**src/rtl/prot_pkg.sv**
```systemverilog
package prot_pkg;

  typedef enum logic [1:0] {
    ACC_LOAD  = 2'd0,
    ACC_STORE = 2'd1,
    ACC_FETCH = 2'd2,
    ACC_SPARE = 2'd3
  } acc_e;

  localparam int RT_RD = 0;
  localparam int RT_WR = 1;
  localparam int RT_EX = 2;
  localparam int RT_W  = 3;

  typedef logic [RT_W-1:0] rights_t;

endpackage

```
**src/rtl/prot_key_sel.sv**
```systemverilog
module prot_key_sel (
  input  logic user_mode,
  input  logic ukey,
  input  logic skey,
  output logic key
);

  always_comb begin
    key = (user_mode & ukey) | (~user_mode & skey);
  end

endmodule

```
**src/rtl/prot_code_map.sv**
```systemverilog
module prot_code_map
  import prot_pkg::*;
#(
  parameter int PAGE_W      = 64,
  parameter int CODE_HI_POS = PAGE_W - 1,
  parameter int PNX_POS     = 2,
  parameter int GRD_POS     = 3
) (
  input  logic              mode64,
  input  logic [PAGE_W-1:0] page_word,
  input  logic              seg_nx,
  input  logic              key,
  output rights_t           rights_o
);

  localparam int CODE_W = 3;

  logic [CODE_W-1:0] code;
  logic              nx_flag;
  logic              rd;
  logic              wr;
  logic              unused_page_bits;

  assign unused_page_bits = ^page_word[CODE_HI_POS-1:GRD_POS+1];

  // protection code: the top bit only counts in wide mode
  always_comb begin
    code = {mode64 & page_word[CODE_HI_POS], page_word[1:0]};
  end

  // execute is forbidden by the segment, and in wide mode also by the page
  always_comb begin
    nx_flag = seg_nx | (mode64 & (page_word[PNX_POS] | page_word[GRD_POS]));
  end

  // key 0 is permissive for low codes, key 1 is the stricter table
  always_comb begin
    rd = 1'b0;
    wr = 1'b0;
    if (!key) begin
      case (code)
        3'd0, 3'd1, 3'd2: begin rd = 1'b1; wr = 1'b1; end
        3'd3, 3'd6:       begin rd = 1'b1; end
        default:          begin rd = 1'b0; wr = 1'b0; end
      endcase
    end else begin
      case (code)
        3'd1, 3'd3: begin rd = 1'b1; end
        3'd2:       begin rd = 1'b1; wr = 1'b1; end
        default:    begin rd = 1'b0; wr = 1'b0; end
      endcase
    end
  end

  always_comb begin
    rights_o        = '0;
    rights_o[RT_RD] = rd;
    rights_o[RT_WR] = wr;
    rights_o[RT_EX] = ~nx_flag;
  end

endmodule

```
**src/rtl/prot_access_gate.sv**
```systemverilog
module prot_access_gate
  import prot_pkg::*;
(
  input  acc_e    acc,
  input  logic    seg_nx,
  input  rights_t page_rights,
  output rights_t rights_o,
  output logic    grant,
  output logic    seg_rej
);

  logic need_ok;

  always_comb begin
    seg_rej = (acc == ACC_FETCH) & seg_nx;
  end

  always_comb begin
    case (acc)
      ACC_FETCH: need_ok = page_rights[RT_EX];
      ACC_STORE: need_ok = page_rights[RT_WR];
      default:   need_ok = page_rights[RT_RD];
    endcase
  end

  always_comb begin
    rights_o = seg_rej ? '0 : page_rights;
    grant    = need_ok & ~seg_rej;
  end

endmodule

```
**src/rtl/prot_rights_unit.sv**
```systemverilog
module prot_rights_unit
  import prot_pkg::*;
#(
  parameter int PAGE_W      = 64,
  parameter int SYNC_STAGES = 2
) (
  input  logic              clk,
  input  logic              rst_n,
  input  logic              req_valid,
  input  logic              mode64,
  input  logic              user_mode,
  input  logic              seg_ukey,
  input  logic              seg_skey,
  input  logic              seg_nx,
  input  logic [PAGE_W-1:0] page_word,
  input  logic [1:0]        acc_type,
  output logic              res_valid,
  output logic [RT_W-1:0]   rights,
  output logic              granted,
  output logic              fault,
  output logic              seg_reject
);

  localparam int SYNC_LAST = SYNC_STAGES - 1;

  // reset: asserts at once, leaves after SYNC_STAGES edges
  logic [SYNC_STAGES-1:0] rst_pipe;
  logic                   rst_core_n;

  always_ff @(posedge clk or negedge rst_n) begin
    if (!rst_n) begin
      rst_pipe <= '0;
    end else begin
      rst_pipe <= {rst_pipe[SYNC_STAGES-2:0], 1'b1};
    end
  end

  assign rst_core_n = rst_pipe[SYNC_LAST];

  // decode path
  acc_e    acc_in;
  logic    key;
  rights_t page_rights;
  rights_t gated_rights;
  logic    grant_c;
  logic    segrej_c;

  assign acc_in = acc_e'(acc_type);

  prot_key_sel i_key (
    .user_mode (user_mode),
    .ukey      (seg_ukey),
    .skey      (seg_skey),
    .key       (key)
  );

  prot_code_map #(
    .PAGE_W (PAGE_W)
  ) i_map (
    .mode64    (mode64),
    .page_word (page_word),
    .seg_nx    (seg_nx),
    .key       (key),
    .rights_o  (page_rights)
  );

  prot_access_gate i_gate (
    .acc         (acc_in),
    .seg_nx      (seg_nx),
    .page_rights (page_rights),
    .rights_o    (gated_rights),
    .grant       (grant_c),
    .seg_rej     (segrej_c)
  );

  // result registers: next state, then state
  rights_t rights_q, rights_d;
  logic    grant_q, grant_d;
  logic    fault_q, fault_d;
  logic    segrej_q, segrej_d;
  logic    valid_q, valid_d;

  always_comb begin
    valid_d  = req_valid;
    rights_d = rights_q;
    grant_d  = grant_q;
    fault_d  = fault_q;
    segrej_d = segrej_q;
    if (req_valid) begin
      rights_d = gated_rights;
      grant_d  = grant_c;
      fault_d  = ~grant_c;
      segrej_d = segrej_c;
    end
  end

  always_ff @(posedge clk or negedge rst_core_n) begin
    if (!rst_core_n) begin
      valid_q  <= 1'b0;
      rights_q <= '0;
      grant_q  <= 1'b0;
      fault_q  <= 1'b0;
      segrej_q <= 1'b0;
    end else begin
      valid_q  <= valid_d;
      rights_q <= rights_d;
      grant_q  <= grant_d;
      fault_q  <= fault_d;
      segrej_q <= segrej_d;
    end
  end

  assign res_valid  = valid_q;
  assign rights     = rights_q;
  assign granted    = grant_q;
  assign fault      = fault_q;
  assign seg_reject = segrej_q;

endmodule

```
**config.mk**
```make
export PLATFORM = sky130hd
export DESIGN_NAME = prot_rights_unit
export DESIGN_NICKNAME = d
export VERILOG_FILES = /design/src/rtl/prot_pkg.sv /design/src/rtl/prot_key_sel.sv /design/src/rtl/prot_code_map.sv /design/src/rtl/prot_access_gate.sv /design/src/rtl/prot_rights_unit.sv
export SDC_FILE = /design/constraint.sdc
export NUM_CORES = 1
export LEC_CHECK = 0
export BUFFER_PORTS_ARGS = -buffer_cell sky130_fd_sc_hd__clkbuf_2
export CELL_PAD_IN_SITES_DETAIL_PLACEMENT = 1
export CELL_PAD_IN_SITES_GLOBAL_PLACEMENT = 2
export CORE_ASPECT_RATIO = 0.5
export CORE_MARGIN = 4
export CORE_UTILIZATION = 12
export CTS_CLUSTER_SIZE = 16
export DETAILED_ROUTE_END_ITERATION = 16
export GPL_TIMING_DRIVEN = 0
export HOLD_SLACK_MARGIN = 0.05
export PLACE_DENSITY_LB_ADDON = 0.1
export SLEW_MARGIN = 5
export SYNTH_ARGS = -nofsm -noshare
export SYNTH_HDL_FRONTEND = slang
export SYNTH_HIERARCHICAL = 1
export SYNTH_SLANG_ARGS = --single-unit
```
**constraint.sdc**
```tcl
create_clock -name clk -period 0.8 [get_ports clk]
set_input_delay 0.04 -clock clk [delete_from_list [all_inputs] [get_ports clk]]
set_output_delay 0.04 -clock clk [all_outputs]
set_load 0.05 [all_outputs]
```
==> results.ini <==
[logic_synthesis]
synth.distinct_cells=19
syn_area_um2=504.2
postSynthCellCount=40
synth_nets=116
synthArstFlopShare_pct=100.0
synth_flop_cell=dfrtp_1
synth_warnings=6
synth_edf_count=0
syn_avg_cell_area_um2=12.61
synth-seq-area-share_pct=44.67
synth_seq_cells=9

[floorplan]
start_util_pct=12.72
pin_count=81
die-area_mm2=0.005366
die_w_um=99.67
core_mm2=0.003964
rows=16
dieHeight_um=53.84

[route]
wl_per_cell_um=9.886
wirelength_um=1216
drt_iter0_drc=2
drtAntennaViolNets=0
via_count=401
drc=0
dr.pass1.iters=2
vias_per_cell=3.260

[timing]
fmax_mhz=826.0
skew_ns=0.0009419
slew_viol_final=0
finalCritPeriodShare_pct=151.3
worst_slack_ns=-0.4107
timing_hold_violations_final=0
setup_violations=12
fin_setup_tns_ns=-1.408
finalCriticalPeriod_ns=1.211
rsz0062_at_grt=true

[cells_and_area]
final_common_cell=clkbuf_2
layout-drive-gt1-share_pct=68.12
fin_util_pct=22.22
diodes=0
layout_common_cells=13 x clkbuf_2, 7 x buf_8, 6 x mux2_4, 6 x dfrtp_1, 4 x inv_1
areaGrowthSynthToFinish_pct=74.69
nNetsFinal=146

[global_routing]
first_global_vias=434
track_usage_pct=4.789
grt_overflow=0
grt_pass1_wl_um=1863
grt_max_degree=8
antenna_found_initial=0

[worst_setup_path]
critical_path_required_ns=0.97
path_cells=buf_6 -> mux2_4 -> or2_1 -> a22oi_2 -> buf_4 -> a221oi_4 -> a221oi_2 -> mux2_4
crit_arrival_ns=1.38
crit_path_start_kind=primary input
worst_path_dominant_cell_family=multiplexers
reg2regPathDepth=1
crit_path_max_fanout=2
reg2reg_slack_ns=0
r2r-end=rights[2]$_DFFE_PN0P_
crit_buf_inv=2
cp-end-kind=register
slowest_stage=mux2_4
path_class=primary input to register
max_stage_delay_ns=0.29
r2r-start=rights[2]$_DFFE_PN0P_
cp_common_cell=mux2_4

[cts]
clk_latency_ns=0.23
cts_root_buf=clkbuf_8
cts_tree=yes
cts_buffers=3
clk_pin_slew_ns=0.05
cts_sinks=9
htree_num_levels=1
cts_buffer_depth=2

[power]
cellInternalPower_w=0.001156
pwr-share-clk_pct=31.8
power_frac_comb_pct=34.9
swShare_pct=31.15
finalPower_w=0.001679
power.density_mw_per_mm2=1906
p_switching_w=0.0005229
vdd_drop_max_v=0.0004483
leakage_nw=0.4164
pwr-share-seq_pct=33.3

[outcome]
violations=negative setup slack
run_status=complete, but fails checks

[hold_path]
hp-class=primary input to async pin

[flow_run]
drv_cap=0

[placement]
hpwl_um=1001
globalplace.congestion=0.5791
numPortBuffers=21
pre_cts_slack_ns=-0.7010

==> worst max path at each step <==
stage          slack, ns                   to  cells past startpoint  startpoint
2_1_floorplan      -0.45  granted$_DFFE_PN0P_                      7   user_mode
3_3_place_gp       -0.68  granted$_DFFE_PN0P_                      8   user_mode
3_5_place_dp       -0.70  granted$_DFFE_PN0P_                      8   user_mode
4_1_cts            -0.44  granted$_DFFE_PN0P_                      8   user_mode
5_1_grt            -0.52    fault$_DFFE_PN0P_                      8   user_mode
6_report           -0.41  granted$_DFFE_PN0P_                      8   user_mode
==> cells in the mapped netlist (all sizes together) (2+ instances only) <==
cell type  n  share of area, %
dfrtp      9                45
mux2       6                18
inv        5               3.7
buf        3               5.2
a221oi     2               6.0
and2       2               2.5
ha         2               5.0
==> state kept, by name (all words and copies together) (netlist names) <==
register and count:
fault 1, granted 1, res_valid 1, rights 3, rst_pipe 2, seg_reject 1
==> per-stage QoR <==
step           std cells  hold slack, ns  area (µm²)
2_1_floorplan         40         -0.2556       508.0
3_3_place_gp         115         -0.1724       680.7
3_5_place_dp         115         -0.1731       680.7
4_1_cts              122          0.1349       817.0
5_1_grt              123          0.1460       880.8
6_report             123          0.1289       880.8
==> final cells by class <==
| cell class | instances | area, µm² |
|---|---|---|
| buffer | 2 | 18.77 |
| clock buffer | 4 | 45.04 |
| fill | 463 | 3083 |
| inverter | 5 | 18.77 |
| multi-input combinational | 23 | 274.0 |
| sequential | 9 | 229.0 |
| tap | 54 | 67.56 |
| timing repair buffer | 26 | 227.7 |
==> metal layers <==
layer  part of all wire, %  global-route usage [%]
met5                     0                       0
met2                    49                   7.616
met4                   2.2                   2.721
met1                    43                   5.211
met3                   6.3                   2.587
==> power by group through the flow <==
| stage | Combinational (W) | Clock [W] | Sequential [W] |
|---|---|---|---|
| final | 0.000585 | 0.000534 | 0.000560 |
| after global routing | 0.000618 | 0.000577 | 0.000568 |
| after CTS | 0.000530 | 0.000552 | 0.000551 |
| after detailed placement | 0.000442 | 0 | 0.000548 |
| after global placement | 0.000435 | 0 | 0.000548 |
| after floorplan | 0.000158 | 0 | 0.000705 |
==> cell families (layout without fill, tap and decap cells) <==
family	after synthesis	in the layout	share of synthesized area, %
buffers and inverters	8	37	8.932
flip-flops	9	9	44.67
other	1	1	0.7437
AND/OR/NAND/NOR	6	6	6.451
AO/OA/AOI/OAI	7	7	14.39
adder cells (fa/ha/maj)	2	2	4.962
multiplexers	7	7	19.85
==> repair_timing <==
| action | CTS | global route |
|---|---|---|
| buffers inserted | 1 | 2 |
| gates resized for setup | 15 | 16 |
| setup endpoints to repair | 12 | 12 |
| pin swaps | 1 | 2 |
| hold buffers | 2 | 0 |
| endpoints found under the hold margin | 3 | 0 |
Note: power is estimated with default switching activity, not from simulation.
